--- src/rtl/i2c_ts_pkg.sv ---
package i2c_ts_pkg;
  localparam int BYTE_W = 8;
  localparam int ADDR_W = BYTE_W - 1;
  localparam int CNT_W  = $clog2(BYTE_W);

  localparam int ST_FULL = 0;
  localparam int ST_RD   = 2;
  localparam int ST_STA  = 3;
  localparam int ST_STO  = 4;
  localparam int ST_DAT  = 5;
  localparam int ST_OVF  = 6;

  typedef enum logic [2:0] {
    L_IDLE, L_ADDR, L_ACK, L_RX, L_TX, L_TACK
  } link_st_e;

  typedef struct packed {
    logic sta;
    logic sto;
    logic adr;
    logic rx;
    logic tack;
    logic tnack;
    logic hold;
  } bus_ev_t;
endpackage

--- src/rtl/i2c_ts_cond.sv ---
module i2c_ts_cond (
  input  logic clk,
  input  logic rst_n,
  input  logic scl_i,
  input  logic sda_i,
  output logic scl_rise,
  output logic scl_fall,
  output logic sta_det,
  output logic sto_det
);
  logic scl_q, sda_q;

  always_ff @(posedge clk or negedge rst_n) begin
    if (!rst_n) begin
      scl_q <= 1'b1;
      sda_q <= 1'b1;
    end else begin
      scl_q <= scl_i;
      sda_q <= sda_i;
    end
  end

  assign scl_rise = scl_i & ~scl_q;
  assign scl_fall = ~scl_i & scl_q;
  assign sta_det  = scl_i & scl_q & sda_q & ~sda_i;
  assign sto_det  = scl_i & scl_q & ~sda_q & sda_i;
endmodule

--- src/rtl/i2c_ts_link.sv ---
module i2c_ts_link
  import i2c_ts_pkg::*;
(
  input  logic              clk,
  input  logic              rst_n,
  input  logic              scl_rise,
  input  logic              scl_fall,
  input  logic              sta_det,
  input  logic              sto_det,
  input  logic              sda_i,
  input  logic [ADDR_W-1:0] own_addr,
  input  logic              buf_full,
  input  logic [BYTE_W-1:0] tx_byte,
  output logic              sda_oe,
  output bus_ev_t           ev,
  output logic              ev_rw,
  output logic [BYTE_W-1:0] rx_byte
);
  localparam logic [CNT_W-1:0] LAST = CNT_W'(BYTE_W - 1);

  link_st_e          st_q, st_d;
  logic [CNT_W-1:0]  cnt_q, cnt_d;
  logic [ADDR_W-1:0] sh_q, sh_d;
  logic ack_q, ack_d, drv_q, drv_d, rd_q, rd_d, mack_q, mack_d;

  assign rx_byte = {sh_q, sda_i};
  assign ev_rw   = sda_i;
  assign sda_oe  = drv_q | ((st_q == L_TX) & ~tx_byte[LAST - cnt_q]);

  always_comb begin
    st_d = st_q; cnt_d = cnt_q; sh_d = sh_q;
    ack_d = ack_q; drv_d = drv_q; rd_d = rd_q; mack_d = mack_q;
    ev = '0;
    if (sta_det) begin
      ev.sta = 1'b1; st_d = L_ADDR; cnt_d = '0; drv_d = 1'b0;
    end else if (sto_det) begin
      ev.sto = 1'b1; st_d = L_IDLE; drv_d = 1'b0;
    end else begin
      unique case (st_q)
        L_ADDR: if (scl_rise) begin
          sh_d  = {sh_q[ADDR_W-2:0], sda_i};
          cnt_d = cnt_q + 1'b1;
          if (cnt_q == LAST) begin
            if (sh_q == own_addr) begin
              ev.adr = 1'b1; rd_d = sda_i; ack_d = 1'b1; st_d = L_ACK;
            end else begin
              st_d = L_IDLE;
            end
          end
        end
        L_ACK: if (scl_fall) begin
          if (cnt_q == '0) begin
            drv_d = ack_q; cnt_d = 1'b1;
          end else begin
            drv_d = 1'b0; cnt_d = '0;
            if (!ack_q)    st_d = L_IDLE;
            else if (rd_q) begin st_d = L_TX; ev.hold = 1'b1; end
            else           st_d = L_RX;
          end
        end
        L_RX: if (scl_rise) begin
          sh_d  = {sh_q[ADDR_W-2:0], sda_i};
          cnt_d = cnt_q + 1'b1;
          if (cnt_q == LAST) begin
            ev.rx = 1'b1; ack_d = ~buf_full; st_d = L_ACK;
          end
        end
        L_TX: if (scl_fall) begin
          cnt_d = cnt_q + 1'b1;
          if (cnt_q == LAST) st_d = L_TACK;
        end
        L_TACK: begin
          if (scl_rise) begin
            mack_d   = ~sda_i;
            ev.tack  = ~sda_i;
            ev.tnack = sda_i;
          end else if (scl_fall) begin
            cnt_d = '0;
            if (mack_q) begin st_d = L_TX; ev.hold = 1'b1; end
            else        st_d = L_IDLE;
          end
        end
        default: ;
      endcase
    end
  end

  always_ff @(posedge clk or negedge rst_n) begin
    if (!rst_n) begin
      st_q <= L_IDLE; cnt_q <= '0; sh_q <= '0;
      ack_q <= 1'b0; drv_q <= 1'b0; rd_q <= 1'b0; mack_q <= 1'b0;
    end else begin
      st_q <= st_d; cnt_q <= cnt_d; sh_q <= sh_d;
      ack_q <= ack_d; drv_q <= drv_d; rd_q <= rd_d; mack_q <= mack_d;
    end
  end
endmodule

--- src/rtl/i2c_ts_regs.sv ---
module i2c_ts_regs
  import i2c_ts_pkg::*;
#(
  parameter bit NEW_FLAGS = 1'b0
) (
  input  logic              clk,
  input  logic              rst_n,
  input  bus_ev_t           ev,
  input  logic              ev_rw,
  input  logic [BYTE_W-1:0] rx_byte,
  input  logic              start_ie,
  input  logic              cpu_rd,
  input  logic              cpu_wr,
  input  logic [BYTE_W-1:0] cpu_wdata,
  input  logic              cpu_rel,
  input  logic              cpu_irq_clr,
  output logic [BYTE_W-1:0] buf_q,
  output logic              full_q,
  output logic [BYTE_W-1:0] status,
  output logic              irq_q,
  output logic              hold_q
);
  logic rdadr_full, nack_keep_rd;

  generate
    if (NEW_FLAGS) begin : g_newer
      assign rdadr_full   = 1'b1;
      assign nack_keep_rd = 1'b1;
    end else begin : g_legacy
      assign rdadr_full   = 1'b0;
      assign nack_keep_rd = 1'b0;
    end
  endgenerate

  logic [BYTE_W-1:0] buf_d;
  logic full_d, rd_q, rd_d, sta_q, sta_d, sto_q, sto_d;
  logic dat_q, dat_d, ovf_q, ovf_d, irq_d, hold_d;

  always_comb begin
    buf_d = buf_q; full_d = full_q; rd_d = rd_q; sta_d = sta_q; sto_d = sto_q;
    dat_d = dat_q; ovf_d = ovf_q; irq_d = irq_q; hold_d = hold_q;
    if (cpu_wr)      buf_d  = cpu_wdata;
    if (cpu_rd)      full_d = 1'b0;
    if (cpu_irq_clr) irq_d  = 1'b0;
    if (cpu_rel)     hold_d = 1'b0;
    if (ev.sta) begin
      sta_d = 1'b1; sto_d = 1'b0; ovf_d = 1'b0;
      if (start_ie) irq_d = 1'b1;
    end
    if (ev.sto) begin
      sta_d = 1'b0; sto_d = 1'b1;
    end
    if (ev.adr) begin
      dat_d = 1'b0; rd_d = ev_rw; irq_d = 1'b1;
      if (!ev_rw || rdadr_full) begin
        buf_d = rx_byte; full_d = 1'b1;
      end
    end
    if (ev.rx) begin
      dat_d = 1'b1; irq_d = 1'b1;
      if (full_q) ovf_d = 1'b1;
      else begin
        buf_d = rx_byte; full_d = 1'b1;
      end
    end
    if (ev.tack) begin
      dat_d = 1'b1; irq_d = 1'b1;
    end
    if (ev.tnack) begin
      dat_d = 1'b1; irq_d = 1'b1;
      if (!nack_keep_rd) rd_d = 1'b0;
    end
    if (ev.hold) hold_d = 1'b1;
  end

  always_ff @(posedge clk or negedge rst_n) begin
    if (!rst_n) begin
      buf_q <= '0; full_q <= 1'b0; rd_q <= 1'b0; sta_q <= 1'b0; sto_q <= 1'b0;
      dat_q <= 1'b0; ovf_q <= 1'b0; irq_q <= 1'b0; hold_q <= 1'b0;
    end else begin
      buf_q <= buf_d; full_q <= full_d; rd_q <= rd_d; sta_q <= sta_d; sto_q <= sto_d;
      dat_q <= dat_d; ovf_q <= ovf_d; irq_q <= irq_d; hold_q <= hold_d;
    end
  end

  always_comb begin
    status          = '0;
    status[ST_FULL] = full_q;
    status[ST_RD]   = rd_q;
    status[ST_STA]  = sta_q;
    status[ST_STO]  = sto_q;
    status[ST_DAT]  = dat_q;
    status[ST_OVF]  = ovf_q;
  end
endmodule

--- src/rtl/i2c_target_stat.sv ---
module i2c_target_stat
  import i2c_ts_pkg::*;
#(
  parameter bit NEW_FLAGS = 1'b0
) (
  input  logic              clk,
  input  logic              rst_n,
  input  logic              scl_i,
  input  logic              sda_i,
  input  logic [ADDR_W-1:0] own_addr,
  input  logic              start_ie,
  input  logic              cpu_rd,
  input  logic              cpu_wr,
  input  logic [BYTE_W-1:0] cpu_wdata,
  input  logic              cpu_rel,
  input  logic              cpu_irq_clr,
  output logic [BYTE_W-1:0] buf_data,
  output logic [BYTE_W-1:0] status,
  output logic              irq,
  output logic              sda_oe,
  output logic              scl_oe
);
  logic scl_rise, scl_fall, sta_det, sto_det, full, ev_rw;
  logic [BYTE_W-1:0] rx_byte;
  bus_ev_t ev;

  i2c_ts_cond u_cond (
    .clk(clk), .rst_n(rst_n), .scl_i(scl_i), .sda_i(sda_i),
    .scl_rise(scl_rise), .scl_fall(scl_fall), .sta_det(sta_det), .sto_det(sto_det)
  );

  i2c_ts_link u_link (
    .clk(clk), .rst_n(rst_n), .scl_rise(scl_rise), .scl_fall(scl_fall),
    .sta_det(sta_det), .sto_det(sto_det), .sda_i(sda_i), .own_addr(own_addr),
    .buf_full(full), .tx_byte(buf_data), .sda_oe(sda_oe), .ev(ev),
    .ev_rw(ev_rw), .rx_byte(rx_byte)
  );

  i2c_ts_regs #(.NEW_FLAGS(NEW_FLAGS)) u_regs (
    .clk(clk), .rst_n(rst_n), .ev(ev), .ev_rw(ev_rw), .rx_byte(rx_byte),
    .start_ie(start_ie), .cpu_rd(cpu_rd), .cpu_wr(cpu_wr), .cpu_wdata(cpu_wdata),
    .cpu_rel(cpu_rel), .cpu_irq_clr(cpu_irq_clr), .buf_q(buf_data), .full_q(full),
    .status(status), .irq_q(irq), .hold_q(scl_oe)
  );
endmodule

--- config.mk ---
export PLATFORM = sky130hd
export DESIGN_NAME = i2c_target_stat
export DESIGN_NICKNAME = d
export VERILOG_FILES = /design/src/rtl/i2c_ts_pkg.sv /design/src/rtl/i2c_ts_cond.sv /design/src/rtl/i2c_ts_link.sv /design/src/rtl/i2c_ts_regs.sv /design/src/rtl/i2c_target_stat.sv
export SDC_FILE = /design/constraint.sdc
export NUM_CORES = 1
export LEC_CHECK = 0
export ABC_AREA = 1
export BUFFER_PORTS_ARGS = -buffer_cell sky130_fd_sc_hd__buf_2
export CORE_ASPECT_RATIO = 0.6
export CORE_MARGIN = 3
export CORE_UTILIZATION = 55
export CTS_CLUSTER_DIAMETER = 200
export DETAILED_ROUTE_END_ITERATION = 12
export PLACE_DENSITY = 0.85
export RECOVER_POWER = 25
export SYNTH_ARGS = -nofsm -noshare
export SYNTH_HDL_FRONTEND = slang
export SYNTH_SLANG_ARGS = --single-unit
--- constraint.sdc ---
create_clock -name clk -period 1.7 [get_ports clk]
set_input_delay 0.17 -clock clk [delete_from_list [all_inputs] [get_ports clk]]
set_output_delay 0.17 -clock clk [all_outputs]
set_load 0.01 [all_outputs]
Word-level counts from Yosys, hierarchy flattened
Index checks and enable logic that the tools add are counted.
W data, S select, Z words.
{"block": "totals", "regBits": 35, "latchBits": 0, "ram_bits": 0, "romBits": 0, "input_bits": 24, "out_inout_bits": 19, "wordCells": 176, "n_memories": 0}
{"block": "op_classes", "addsub": 2, "multipliers": 0, "n_div": 0, "magnitude_cmp": 1, "eq_ne": 28, "shifts": 0, "mux": 92, "bitwise_logic": 17, "n_reduce_logical": 18}
{"cell": "$mux W3", "n": 22}
{"cell": "$mux W1", "n": 55}
{"cell": "$mux W8", "n": 5}
{"cell": "$ne A4 B4 Y1 const B", "n": 8}
{"cell": "$pmux W3 S5", "n": 1}
{"cell": "$ne A3 B3 Y1 const B", "n": 4}
{"cell": "$pmux W3 S4", "n": 1}
{"cell": "$reduce_and A11 Y1", "n": 1}
{"cell": "$eq A3 B3 Y1 const B", "n": 3}
{"cell": "$and A1 B1 Y1", "n": 8}
{"cell": "$ne A4 B3 Y1 const B", "n": 2}
{"cell": "$not A1 Y1", "n": 8}
{"cell": "$reduce_and A4 Y1", "n": 2}
{"cell": "$reduce_and A8 Y1", "n": 1}
{"cell": "$reduce_bool A2 Y1", "n": 4}
{"cell": "$eq A7 B7 Y1", "n": 1}
{"cell": "$reduce_and A7 Y1", "n": 1}
{"cell": "$reduce_bool A7 Y1", "n": 1}
{"cell": "$eq A3 B2 Y1 const B", "n": 2}
{"cell": "$mux W2", "n": 3}
{"cell": "$mux W6", "n": 1}
{"cell": "$ne A2 B1 Y1 const B", "n": 3}
{"cell": "$ne A2 B2 Y1 const B", "n": 3}
{"cell": "$reduce_and A6 Y1", "n": 1}
{"cell": "15 further kinds", "n": 17}

Longest topological paths before layout
Gate-level depths: netlist (run 1).
{"block": "depth", "word_depth": 11, "depth_mapped": 11, "depth_no_buf": 11}

Cells and area by module
From an unflattened synthesis (run 1), not the netlist that was laid out.
{"block": "hier_totals", "hier_cells": 321, "area_unflattened_um2": 2306.0}
{"mod": "i2c_ts_link", "n_inst": 1, "cells_each": 210, "area_per_inst_um2": 1397.6, "seq_area_each_um2": 425.4}
{"mod": "i2c_ts_regs", "n_inst": 1, "cells_each": 98, "area_per_inst_um2": 814.5, "seq_area_each_um2": 400.4}
{"mod": "i2c_ts_cond", "n_inst": 1, "cells_each": 13, "area_per_inst_um2": 93.8, "seq_area_each_um2": 52.6}

Worst setup path before layout (run 1)
Ideal clock, no wire load.
{"block": "synth_timing", "kind": "reg2reg", "from": "register u_link.cnt_q[0]", "to": "register u_regs.buf_q[3]", "setup_ns": 0.117, "arrival_time_ns": 1.350, "required_ns": 1.583, "setup_slack_ns": 0.234, "path_stages_with_launch": 9, "path_buffers": 1, "cell_sequence": "dfrtp_1 > ha_1 > ha_1 > nand2_4 > nor2_4 > nand4_2 > buf_6 > nand3_1 > nand2_1"}
{"block": "synth_between", "elab_chain_len": 9, "elab_cells_between_ends": 12}
{"element": "start, declared", "line": "i2c_ts_link.sv:22", "text": "logic [CNT_W-1:0] cnt_q, cnt_d;"}
{"element": "start signal, assigned", "line": "i2c_ts_link.sv:90", "text": "st_q <= L_IDLE; cnt_q <= '0; sh_q <= '0;"}
{"element": "start signal, assigned", "line": "i2c_ts_link.sv:93", "text": "st_q <= st_d; cnt_q <= cnt_d; sh_q <= sh_d;"}
{"element": "$eq A3 B3 Y1 (*)", "line": "i2c_ts_link.sv:43, i2c_ts_link.sv:64"}
{"element": "$mux W1", "line": "i2c_ts_link.sv:43", "text": "if (cnt_q == LAST) begin"}
{"element": "$mux W1", "line": "i2c_ts_link.sv:40", "text": "L_ADDR: if (scl_rise) begin"}
{"element": "$mux W1", "line": "i2c_ts_link.sv:39", "text": "unique case (st_q)"}
{"element": "$mux W5 (*)", "line": "i2c_ts_link.sv:36", "text": "end else if (sto_det) begin"}
{"element": "$mux W6 (*)", "line": "i2c_ts_link.sv:34", "text": "if (sta_det) begin"}
{"element": "$mux W8", "line": "i2c_ts_regs.sv:53", "text": "if (ev.adr) begin"}
{"element": "$mux W8", "line": "i2c_ts_regs.sv:61", "text": "if (full_q) ovf_d = 1'b1;"}
{"element": "$mux W8 (*)", "line": "i2c_ts_regs.sv:59", "text": "if (ev.rx) begin"}
{"element": "net u_regs.buf_d[3]", "line": "i2c_ts_regs.sv:35", "text": "logic [BYTE_W-1:0] buf_d;"}
{"element": "end signal, assigned", "line": "i2c_ts_regs.sv:81", "text": "buf_q <= buf_d; full_q <= full_d; rd_q <= rd_d; sta_q <= sta_d; sto_q <= sto_d;"}
{"element": "end, declared", "line": "i2c_ts_regs.sv:17", "text": "output logic [BYTE_W-1:0] buf_q,"}
The timed path passes the listed nets; every way through them passes the cells marked *.
A chain may end at the register's enable or synchronous reset.

Worst setup path in the final report (run 1)
{"block": "layout_timing", "from": "register u_link.cnt_q[0]", "to": "output port sda_oe"}
{"block": "layout_between", "elab_chain_len": 6}
{"element": "$sub A3 B3 Y3", "line": "i2c_ts_link.sv:28", "text": "assign sda_oe = drv_q | ((st_q == L_TX) & ~tx_byte[LAST - cnt_q]);"}
{"element": "$bmux W1 S3", "line": "i2c_ts_link.sv:28"}
{"element": "$mux W1 (implied by the code)", "line": "i2c_ts_link.sv:28"}
{"element": "$not A1 Y1", "line": "i2c_ts_link.sv:28"}
{"element": "$and A1 B1 Y1", "line": "i2c_ts_link.sv:28"}
{"element": "$or A1 B1 Y1", "line": "i2c_ts_link.sv:28"}
{"element": "end, declared", "line": "i2c_target_stat.sv:20", "text": "output logic sda_oe,"}
Every way passes these cells. The select of a mux whose other input is x is not followed.

==> impl_summary.md, run 1 <==
Clock network
TritonCTS built the clock tree. The CTS buffer count is 5. The clock reaches the later pin of the worst-skew pair after 0.30 ns. The root cell of the clock tree is sky130_fd_sc_hd__clkbuf_8.

Counting every sink on the clock net gives 35. The clock-pin slew of the registers on the worst-case setup and hold paths is 0.07 ns. The number of buffers added for setup after CTS is 0. The H-tree depth reported by CTS is 2.

The clock tree buffer depth is 2.

Cells and area
The number of antenna diodes in the final layout is 0. The fraction of layout instances using a drive strength above 1 is 27.8%. The number of filler cells placed in the layout is 280. In the final layout, the multi-input gates occupy 1050 µm².

For this run, the post-layout net count is 353. Relative to the synthesized area, the layout overhead comes to 16.9%. Cells fill 71.6% of the core in the end.

The sequential cells in the finished layout cover a total of 878 µm².

Die
Once the floorplan was initialized, standard cells occupied 61.3% of the core. The floorplan has 16 rows. The floorplan die area is 4660 µm². The core box area is 3460 µm². The floorplan step set the die width to 86.2 µm. Pin placement for this block handled 43 I/O pins. From bottom edge to top edge, the die measures 54.1 µm.

Setup path
The delay of the slowest cell on the worst path is 0.42 ns. The setup slack on the worst flop-to-flop path is 0.10 ns. The worst register-to-register path begins at u_cond.scl_q$_DFF_PN1_. The start point of the critical path is u_link.cnt_q[0]$_DFFE_PN0P_. In this run the number of cells on the critical path is 7. The largest fanout of any net on the critical path is 5. The critical path ends at sda_oe. The slowest stage of the critical path belongs to the cell sky130_fd_sc_hd__dfrtp_1. The worst setup path is launched from a flop. The kind of cell with the highest combined delay along the critical path is flip-flops. The cell depth of the worst flop-to-flop path is 4. Counting both buffers and inverters, the worst setup path holds a total of 2.

The kind of critical path is reg2out. The cell with the most instances on the worst path is sky130_fd_sc_hd__nand2_1. The nature of the critical path endpoint is a primary output. Walking the worst path, the cells encountered are buf_6, o21ai_2, o22ai_2, a21oi_1, nand2_1, nand2_1, buf_2. STA puts the critical path data arrival time at 1.48 ns. The end of the worst register-to-register path is u_link.cnt_q[1]$_DFFE_PN0P_.

The required time of the worst setup path is 1.53 ns.

Logic synthesis
By area, the combinational part of the netlist is dominated by simple AND/OR/NAND/NOR gates. The number of warnings issued by yosys is 0. By area the synthesized netlist is led by sky130_fd_sc_hd__dfrtp_1, sky130_fd_sc_hd__nand2_1, sky130_fd_sc_hd__inv_1. The most instantiated library cell after synthesis is sky130_fd_sc_hd__nand2_1. The synthesized netlist devotes 32.2% of its cell area to simple gates. The fraction of registers with async set or reset after synthesis is 100%. The synthesized-area fraction occupied by adder cells is 1.77%. The cell accounting for the most synthesized area is sky130_fd_sc_hd__dfrtp_1. The compound-cell area share of the yosys netlist is 10.4%. Dividing the synthesized area by the synthesized cell count gives 7.55 µm². The sequential area share after synthesis is 41.4%.

The most used flip-flop cell after synthesis is sky130_fd_sc_hd__dfrtp_1. The synthesized netlist occupies a cell area of 2120 µm². The cell count after synthesis came out at 281. The mux share of post-synthesis cell area is 2.65%. The number of synthesized flops with an enable pin is 0. The fraction of post-synthesis cell area in the top cell type by area is 38.9%. Counting flops and latches in the post-synthesis netlist gives 35. Yosys mapped the design onto 36 distinct sky130hd cell types.

The share of the synthesized netlist area taken by xor and xnor gates is 0.825%. The commonest cells after synthesis are sky130_fd_sc_hd__nand2_1, sky130_fd_sc_hd__dfrtp_1, sky130_fd_sc_hd__inv_1, sky130_fd_sc_hd__nand3_1, sky130_fd_sc_hd__nor2_1.

STA
The final period utilization is 97.2%. The maximum achievable frequency is 605 MHz. The number of failing hold endpoints at the final stage came to 0. Summed over all failing endpoints, the final setup total negative slack is 0 ns.

The count of final setup violators is 0. The normalized max-slew margin is 43.1%. The worst clock skew on the final layout is 0.00707 ns.

Setup repair after global routing could not meet its margin everywhere. The shortest clock period the worst path allows after layout is 1.65 ns. The number of max-slew violations in the final report came to 0. At the pin with the least slew margin, the transition time is 0.853 ns.

Global route
The first global-routing pass estimated 8.95 mm of wire. Entering global routing, the biggest net connects 36 pins. The total overflow reported by the global router is 0. Global routing used 26.0% of the available tracks across all layers. The initial antenna violation count was 0. The via count of the first global-routing pass is 1,840.

Drt
Summed over all layers, the routed wires come to 5.31 mm. Using the TritonRoute via totals, the vias-per-cell ratio works out to 5.34. The detailed router placed 1,987 vias in this run.

For this run, the detailed router's first-pass iteration total came to 5. The number of nets with antenna violations after routing is 0. After detailed routing, the average wire length per cell comes to 14.3 µm. The total DRC errors in the routed layout is 0.

For this block, the initial DRC count from the detailed router was 238.

Worst hold path
In this run the worst hold path is classified as in2reg. The worst hold path stage count is 1. The source of the worst hold timing path is scl_i.

Pwr
The peak supply drop is 0.000693 V. Summed over all cells, the static leakage comes to 0.00134 µW. The power density over the cells is 1000 nW/µm².

Placement
Routability-driven placement finished with a final weighted congestion of 0.988. The count of buffers added on input and output ports is 40. The HPWL after detailed placement is 4.05 mm.

Run status
The run finished with clean final reports.

Job
Max-cap violations in this run came to 0.
[state kept, by name (all words and copies together) (netlist names)]
register       flops
u_regs.hold_q      1
u_regs.sto_q       1
u_link.sh_q        7
u_regs.buf_q       8
u_link.drv_q       1
u_link.st_q        3
u_regs.ovf_q       1
u_cond.scl_q       1
u_cond.sda_q       1
u_link.cnt_q       3
u_link.mack_q      1
u_regs.full_q      1
u_link.rd_q        1
u_regs.sta_q       1
u_regs.dat_q       1
u_regs.irq_q       1
u_regs.rd_q        1
u_link.ack_q       1
[routing by layer]
metal | part of all wire (%) | global-route usage (%) | up-vias | routed length (µm)
met3 | 13 | 10.1 | 10 | 670
met5 | 0 | 0 | - | 0
li1 | - | - | 978 | -
met4 | 1.2 | 7.51 | 0 | 65
met1 | 47 | 38.5 | 901 | 2510
met2 | 39 | 34.5 | 98 | 2070
[worst register-to-register path: cells and delay by family, from the launching register on]
family	cells	cell delay, ns
flip-flops	1	0.60
AO/OA/AOI/OAI	2	0.43
AND/OR/NAND/NOR	1	0.26
buffers and inverters	1	0.20
[how the worst min path moves through the flow]
stage	slack, ns	to
floorplan	-0.13	u_link.ack_q$_DFFE_PN0P_
global placement	0.23	u_regs.sto_q$_DFFE_PN0P_
detailed placement	0.23	u_regs.hold_q$_DFFE_PN0P_
CTS	0.02	u_cond.scl_q$_DFF_PN1_
global route	0.05	u_cond.scl_q$_DFF_PN1_
finish	0.05	u_cond.scl_q$_DFF_PN1_
[area by class of cell]
cell class | count | area share, %
clock buffer | 7 | 3.08
sequential | 35 | 35.4
timing repair buffer | 48 | 10.8
multi-input combinational | 197 | 42.2
tap | 45 | 2.27
clock inverter | 1 | 0.202
inverter | 39 | 6.00
[per-stage QoR]
step	power (µW)	setup slack (ns)	hold WS, ns	instances	instance area, µm²
2_1_floorplan	1590	0.234	-0.126	282	2130
3_3_place_gp	1810	0.198	0.230	363	2360
3_5_place_dp	1820	0.141	0.228	363	2360
4_1_cts	2420	0.0154	0.0160	372	2450
5_1_grt	2660	-0.0393	0.0542	372	2480
6_report	2480	0.0470	0.0473	372	2480
[cells in the final DEF, fill, tap and decap left out, drive strengths merged]
master and n:
a31oi 1, buf 44, xor2 1, ha 3
nor4 1, xnor2 1, dfrtp 33, o211ai 2
nand4 3, o21ai 21, mux2 5, nor2 21
clkbuf 10, o2111ai 1, a21oi 9, clkinv 2
o32ai 1, conb 2, dfstp 2, o31ai 1
inv 38, nand3 24, nand2 98, a22o 1
o22ai 1, dlygate4sd3 1
[kinds of logic after synthesis]
logic type / after synthesis
compound gates: 38
xor+xnor: 2
fa+ha+maj: 3
buf+inv: 50
flops: 35
mux: 5
other cells: 1
simple gates: 147
[where the power goes]
part | switching (µW) | internal, µW | leakage (µW) | total, µW
clock network | 302 | 287 | 0.0000422 | 590
registers | 128 | 959 | 0.000438 | 1090
logic | 502 | 304 | 0.000857 | 807
[what timing repair did]
item,in CTS,in global routing
hold buffers,1,0
endpoints found under the hold margin,33,0
endpoints found under the setup margin,0,4
resized for setup,0,16
Note: power is estimated with default switching activity, not from simulation.
==> run 2, diff against run 1 <==
- PLACE_DENSITY: 0.85 -> 0.8
==> run 2 against run 1 <==
Clock skew decreased by 0.0026 ns. Hold slack better by 0.011 ns. Non-clock buffer count is 2 higher. Clock power is essentially flat. Largest power group unchanged. Die area did not move. Critical path type unchanged. Power barely moved. Critical path depth is the same. Largest cell class unchanged. Critical endpoint unchanged. Combinational power increased by 0.7%. Sequential share of layout area fell by 0.30 points. Maximum frequency up 1.5%. Via count rose by 0.70%.
==> impl_summary.md, run 2 (synthesis results as in run 1) <==
Clock network
The clock network latency to the later pin of the worst-skew pair is 0.29 ns. No sink is reached through more buffers than the 2 on the longest clock path. Clock tree synthesis inserted a total of 5 buffers. TritonCTS built the clock tree.

The number of buffers added for setup after CTS is 0. The clock-pin slew of the registers on the worst-case setup and hold paths is 0.07 ns. The clock drives 35 sinks. The H-tree depth reported by CTS is 2.

The root cell of the clock tree is sky130_fd_sc_hd__clkbuf_8.

Placement
The count of input and output buffers is 40. Timing analysis after detailed placement gives a worst setup slack of 0.0367 ns. The number of instances in the placed design is 365. The final weighted congestion in routability-driven placement is 0.924. The wire-length estimate of the detail-placed layout is 3.97 mm.

Setup path
For the worst setup path, the data arrival time is 1.46 ns. The critical path is of the reg2out type. The critical-path cell with the highest stage delay is sky130_fd_sc_hd__dfrtp_1.

The delay of the slowest cell on the worst path is 0.39 ns. In this run the critical register-to-register path is captured at u_regs.buf_q[2]$_DFF_PN0_. The critical path launch point type is a flop.

The worst register-to-register path has a depth of 8. The worst setup path is captured at a primary output. The largest fanout of any net on the critical path is 6. Among cell families on the critical path, the largest total delay comes from flip-flops. The cell with the most instances on the worst path is sky130_fd_sc_hd__nand2_1. The setup slack on the worst flop-to-flop path is 0.07 ns. The required time of the worst setup path is 1.53 ns.

The number of buffers and inverters on the critical path is 2. The most critical setup path has its startpoint at u_link.cnt_q[0]$_DFFE_PN0P_. The critical path goes through buf_6, o21ai_2, o22ai_1, a21oi_1, nand2_1, nand2_1, buf_2.

The critical register-to-register path startpoint is u_link.cnt_q[0]$_DFFE_PN0P_.

Cells and area
Leaving out fill and tap cells, the most frequent cells in the layout are sky130_fd_sc_hd__nand2_1, sky130_fd_sc_hd__buf_2, sky130_fd_sc_hd__dfrtp_1. The footprint of the multi-input gates is 1050 µm². The fraction of layout instances using a drive strength above 1 is 28.6%. The most common cell after layout, fill and taps aside is sky130_fd_sc_hd__nand2_1. Relative to the synthesized area, the layout overhead comes to 17.9%.

The largest registers in the layout are u_regs.buf_q (8), u_link.sh_q (7). The net count of the finished layout is 355. The register with the most flip-flops in the final layout is u_regs.buf_q.

0 antenna diodes ended up in the layout. The non-filler instance count after layout is 374. The sequential cell area is 878 µm². The register with the most flip-flops in the layout has 8 of them. The number of filler cells placed in the layout is 290.

Global route
The most used routing layer is met1. The initial antenna violation count came to 0. In the global route stage, met1 resource usage came out at 37.9%. The met3 global-route usage is 5.66%. The via count of the first global-routing pass was 1,701. The first global-routing pass estimated 8.34 mm of wire. Global routing used 24.0% of the available tracks across all layers. Summed over all layers, the global routing overflow is 0. Entering global routing, the biggest net connects 36 pins.

Global routing consumed, on the met2 layer, 32.2% of the routing resources.

Pwr
The internal power contribution is 1560 µW. Power comes to 2480 µW. The clock network is responsible for 23.6% of the overall power.

The analysis attributes to net switching a power of 927 µW. In this run the static leakage power is 0.00135 µW. The power density over the cells is 993 nW/µm². The switching portion of total power is 37.4%. Registers are responsible for 43.6% of the overall power. Per report_power, the combinational group accounts for 32.7% of the total. VDD sags by at most 0.000557 V.

Worst hold path
The worst hold path belongs to the class in2reg. Along the worst hold path, the cell count comes to 1. The worst hold path begins at scl_i.

The path with the worst hold slack has its endpoint at u_cond.scl_q$_DFF_PN1_.

STA
The slew at the pin with the worst max-slew slack is 0.870 ns. The worst clock skew on the final layout is 0.00447 ns. The number of max-slew violations in the final report is 0. The number of failing hold endpoints at the final stage is 0.

The maximum achievable frequency is 614 MHz. After layout, the worst setup slack is 0.0715 ns. The shortest clock period the worst path allows after layout is 1.63 ns. Setup violations remaining at the end of the flow were counted as 0.

The worst path uses 95.8% of the clock period. Setup repair after global routing could not meet its margin everywhere. In this run the tightest slew margin relative to its limit is 42.0%.

Die
In this run the vertical extent of the chip is 54.1 µm. The region available for standard cell placement spans 3460 µm². The row count is 16. The boundary pin count is 43. The floorplan die area is 4660 µm².

The die width is 86.2 µm. For this configuration, the core starts out at a cell density of 61.3%.

Drt
The first-pass iteration count of the detailed router is 5. Dividing the detail-routed wire length by the instance count gives 14.0 µm. The DRC marker count from the first detailed-route iteration is 199.

The via density per instance is 5.35. The detail route stage leaves a number of antenna-violating nets equal to 0. Summing over every cut layer, the via total after detailed routing is 2,001. The wire length reported by the detailed router is 5.25 mm.

The total DRC errors in the routed layout is 0.

Run status
The flow ran to the end, and the final reports show no timing, DRC or antenna violations.

Job
Across the run, the number of max-cap violations was 0.
## run 2: per-stage QoR
step                setup TNS [ns]  utilization [%]  hold WS (ns)  instance area, µm²
floorplan                        0                -        -0.126                2130
detailed placement               0             68.5         0.231                2370
global route               -0.0625             72.2        0.0581                2500
finish                           0             72.2        0.0587                2500
global placement                 0             68.5         0.232                2370
CTS                              0             71.1        0.0297                2460
## run 2: final cells by class
class                           instances  share of cell area (%)
Sequential cell                        35                    35.1
Clock inverter                          1                   0.200
Timing Repair Buffer                   50                    11.2
Multi-Input combinational cell        197                    42.0
Clock buffer                            7                    3.05
Inverter                               39                    6.15
Tap cell                               45                    2.25
## run 2: how the worst max path moves through the flow
| stage | end | cells after the start |
|---|---|---|
| after global routing | u_regs.buf_q[2]$_DFF_PN0_ | 8 |
| after CTS | u_regs.buf_q[2]$_DFF_PN0_ | 8 |
| after global placement | u_regs.buf_q[4]$_DFF_PN0_ | 8 |
| final | sda_oe | 7 |
| after detailed placement | u_regs.buf_q[2]$_DFF_PN0_ | 8 |
| after floorplan | u_regs.buf_q[3]$_DFF_PN0_ | 8 |
## run 2: power groups by stage
stage,Clock (µW),Sequential [µW],Combinational [µW]
finish,587,1080,813
global placement,0,1080,727
global route,631,1090,917
detailed placement,0,1080,738
CTS,586,1070,751
floorplan,0,1080,513
## run 2: what timing repair did
item                       CTS  global route
pin swaps                    0             2
hold buffers                 1             0
setup endpoints to repair    1            10
cloned                       0             0
hold endpoints to repair    33             0
resized for setup            1            17
## run 2: worst register-to-register path: cells and delay by family, from the launching register on
family	cells	cell delay, ns
AND/OR/NAND/NOR	5	0.54
adder cells (fa/ha/maj)	2	0.40
flip-flops	1	0.37
buffers and inverters	1	0.21
## run 2: per-layer routing
layer,part of all wire (%),wire (µm),vias up
li1,-,-,980
met4,1.4,76,0
met1,51,2670,927
met3,8.2,431,13
met2,39,2070,81
met5,0,0,-
==> run 3, diff against run 2 <==
- RECOVER_POWER: 25 -> 100
==> run 3 against run 2 <==
Die area did not move. Setup slack got worse by 0.0039 ns. First-iteration DRC count rose by 3.5%. Sequential power barely moved. Utilization fell by 0.40 points. Combinational power barely moved. Design area fell by 0.55%. Register-to-register slack barely moved. Power fell by 0.18%. Clock skew fell by 0.00083 ns.
==> impl_summary.md, run 3 (synthesis results as in run 1) <==
STA
The worst clock skew on the final layout is 0.00364 ns. The maximum achievable frequency is 613 MHz. Setup violations remaining at the end of the flow were counted as 0. The number of max-slew violations in the final report is 0.

Setup repair after global routing could not meet its margin everywhere. For the finished layout, the period the worst path requires is 1.63 ns. The number of failing hold endpoints at the final stage is 0. The normalized max-slew margin is 41.8%.

At the pin with the least slew margin, the transition time is 0.872 ns. The final period utilization is 96.0%.

Setup path
The setup slack on the worst flop-to-flop path is 0.08 ns. The critical path runs through a total of 7 cells. The critical register-to-register path startpoint is u_link.cnt_q[0]$_DFFE_PN0P_. The worst register-to-register path has a depth of 8.

The number of buffers and inverters on the critical path is 2. The signal on the critical path passes through buf_6, o21ai_2, o22ai_1, a21oi_1, nand2_1, nand2_1, buf_2. Broken down by cell family, the worst path's largest delay share belongs to flip-flops. The required time of the worst setup path is 1.53 ns.

The worst setup path is launched from a flop. The worst setup path is of the reg2out kind. The data arrival at the endpoint of the critical path is 1.46 ns. The largest fanout of any net on the critical path is 6. STA classifies the critical path endpoint as a primary output. Among the stages of the critical path, the cell type that occurs most often is sky130_fd_sc_hd__nand2_1.

For this run, the slowest stage of the critical path takes 0.39 ns. The critical-path cell with the highest stage delay is sky130_fd_sc_hd__dfrtp_1. The worst register-to-register path ends at u_regs.buf_q[2]$_DFF_PN0_. The critical path starts at u_link.cnt_q[0]$_DFFE_PN0P_.

The critical path endpoint is sda_oe.

Drt
Detailed routing inserted a total of 1,999 vias. In this run, the number of DRC markers left after iteration 0 of detailed routing was 206. Wires add up to 5.29 mm.

Dividing the detail-routed via count by the number of cells gives 5.34. Before antenna repair, the detailed router went through 5 iterations. The total DRC errors in the routed layout is 0. In the final routed layout, each cell accounts on average for 14.1 µm.

The detail route stage leaves a number of antenna-violating nets equal to 0.

Cells and area
The most common cell after layout, fill and taps aside is sky130_fd_sc_hd__nand2_1. In the final layout, the registers with the most flip-flops are u_regs.buf_q (8), u_link.sh_q (7). The count of inserted antenna diode cells is 0. The register with the most flip-flops in the layout has 8 of them.

Compared with the post-synthesis result, the final layout area differs by 17.2%. The top cell types in the final layout, fill and taps aside, are sky130_fd_sc_hd__nand2_1, sky130_fd_sc_hd__dfrtp_1, sky130_fd_sc_hd__inv_1. For this run, the post-layout net count is 355. The finished layout holds 374 standard cells, fillers aside. The utilization after layout is 71.8%. The fraction of layout instances using a drive strength above 1 is 25.2%. The register with the most flip-flops is u_regs.buf_q.

Placement
The number of placed instances, taps included, is 365. The final weighted congestion in routability-driven placement is 0.924. During placement, the flow inserted port buffers numbering 40.

After legalization and detailed placement, the total HPWL measured 3.97 mm.

Global route
The via count of the first global-routing pass was 1,701. The global-route usage over all layers is 24.0%. The initial antenna violation count is 0. The total overflow reported by the global router is 0. The largest net degree at the start of global routing is 36. The global-route wire length before repair is 8.34 mm.

Pwr
The proportion of power drawn by combinational gates is 32.7%. The power density over the cells is 996 nW/µm². Summed over all nets, the switching power comes to 927 µW. The share of total power dissipated in the clock network is 23.6%. IR analysis of the VDD net gives a maximum drop of 0.000559 V. In this run the static leakage power is 0.00131 µW.

The switching portion of total power is 37.4%. Sequential cells burn 43.7% of the power. The internal power contribution is 1550 µW.

Clock network
The TritonCTS clock tree is yes. For the worst-skew pair, the clock arrives at the later sink with an insertion delay of 0.29 ns. The clock sink count is 35. The H-tree was split into 2 levels. The root cell of the clock tree is sky130_fd_sc_hd__clkbuf_8. Clock-pin slew was measured on the worst setup and hold paths at 0.07 ns. In this run the post-CTS setup repair buffer count came out at 0. The longest clock path from root to sink contains 2 buffers.

The CTS buffer count is 5.

Job
The tool flagged a number of max-cap violations equal to 0.

Die
The core box area is 3460 µm². The row count is 16. The vertical die dimension is 54.1 µm. The die covers 4660 µm². The die width is 86.2 µm. The boundary pin count is 43.

The initial standard-cell utilization of the core is 61.3%.

Worst hold path
The min-delay analysis places its worst path in the category in2reg.

Run status
The run finished with clean final reports.
==> run 3: changes by cell type in the layout (fill, tap and decap cells not counted), sizes merged <==
cell	delta
buf	-11
clkbuf	+11
==> run 3: area by class of cell <==
type	count	area, µm²
clock inverter	1	5.00
fill	295	976
tap	45	56.3
multi-input combinational	197	1050
timing repair buffer	50	267
clock buffer	7	76.3
inverter	39	154
sequential	35	878
==> run 3: worst reg2reg max path, stage by stage, from the launching register on <==
cell and delay, ns:
sky130_fd_sc_hd__dfrtp_1 0.37, sky130_fd_sc_hd__ha_1 0.17, sky130_fd_sc_hd__ha_2 0.23, sky130_fd_sc_hd__nand2_4 0.09, sky130_fd_sc_hd__nor2_4 0.15, sky130_fd_sc_hd__nand4_4 0.18, sky130_fd_sc_hd__buf_4 0.21, sky130_fd_sc_hd__nand3_1 0.07
sky130_fd_sc_hd__nand2_1 0.05
==> run 3: metrics by stage <==
step	TNS, ns	cell area, µm²	hold slack (ns)	setup slack (ns)	total power (µW)
after floorplan	0	2130	-0.126	0.234	1590
after global placement	0	2370	0.232	0.131	1800
after detailed placement	0	2370	0.231	0.0367	1820
after CTS	0	2460	0.0297	0.0134	2410
after global routing	-0.0625	2490	0.0581	-0.0200	2640
final	0	2490	0.0571	0.0676	2480
==> run 3: how the worst min path moves through the flow <==
stage | endpoint | start | slack (ns) | depth (start not counted)
after floorplan | u_link.ack_q$_DFFE_PN0P_ | rst_n | -0.13 | 0
after global placement | u_link.sh_q[6]$_DFFE_PN0P_ | rst_n | 0.23 | 2
after detailed placement | u_link.sh_q[6]$_DFFE_PN0P_ | rst_n | 0.23 | 2
after CTS | u_cond.scl_q$_DFF_PN1_ | scl_i | 0.03 | 1
after global routing | u_cond.scl_q$_DFF_PN1_ | scl_i | 0.06 | 1
final | u_cond.scl_q$_DFF_PN1_ | scl_i | 0.06 | 1
==> run 3: timing repair <==
action,CTS,global route
resized for setup,1,17
cloned,0,0
hold endpoints to repair,33,0
endpoints found under the setup margin,1,10
hold buffers,1,0
pin swaps,0,2
==> run 3: layer usage <==
metal	global-route usage, %	share of wire [%]	vias to the layer above	routed length (µm)
met2	32.2	39	91	2080
li1	-	-	982	-
met1	37.9	50	913	2660
met3	5.66	8.9	13	470
met4	6.22	1.3	0	70
met5	0	0	-	0
==> run 3: power by group through the flow <==
stage                     combinational, µW  sequential, µW  clock (µW)
after CTS                               751            1070         586
final                                   811            1080         586
after floorplan                         513            1080           0
after global routing                    912            1100         631
after detailed placement                738            1080           0
after global placement                  727            1080           0
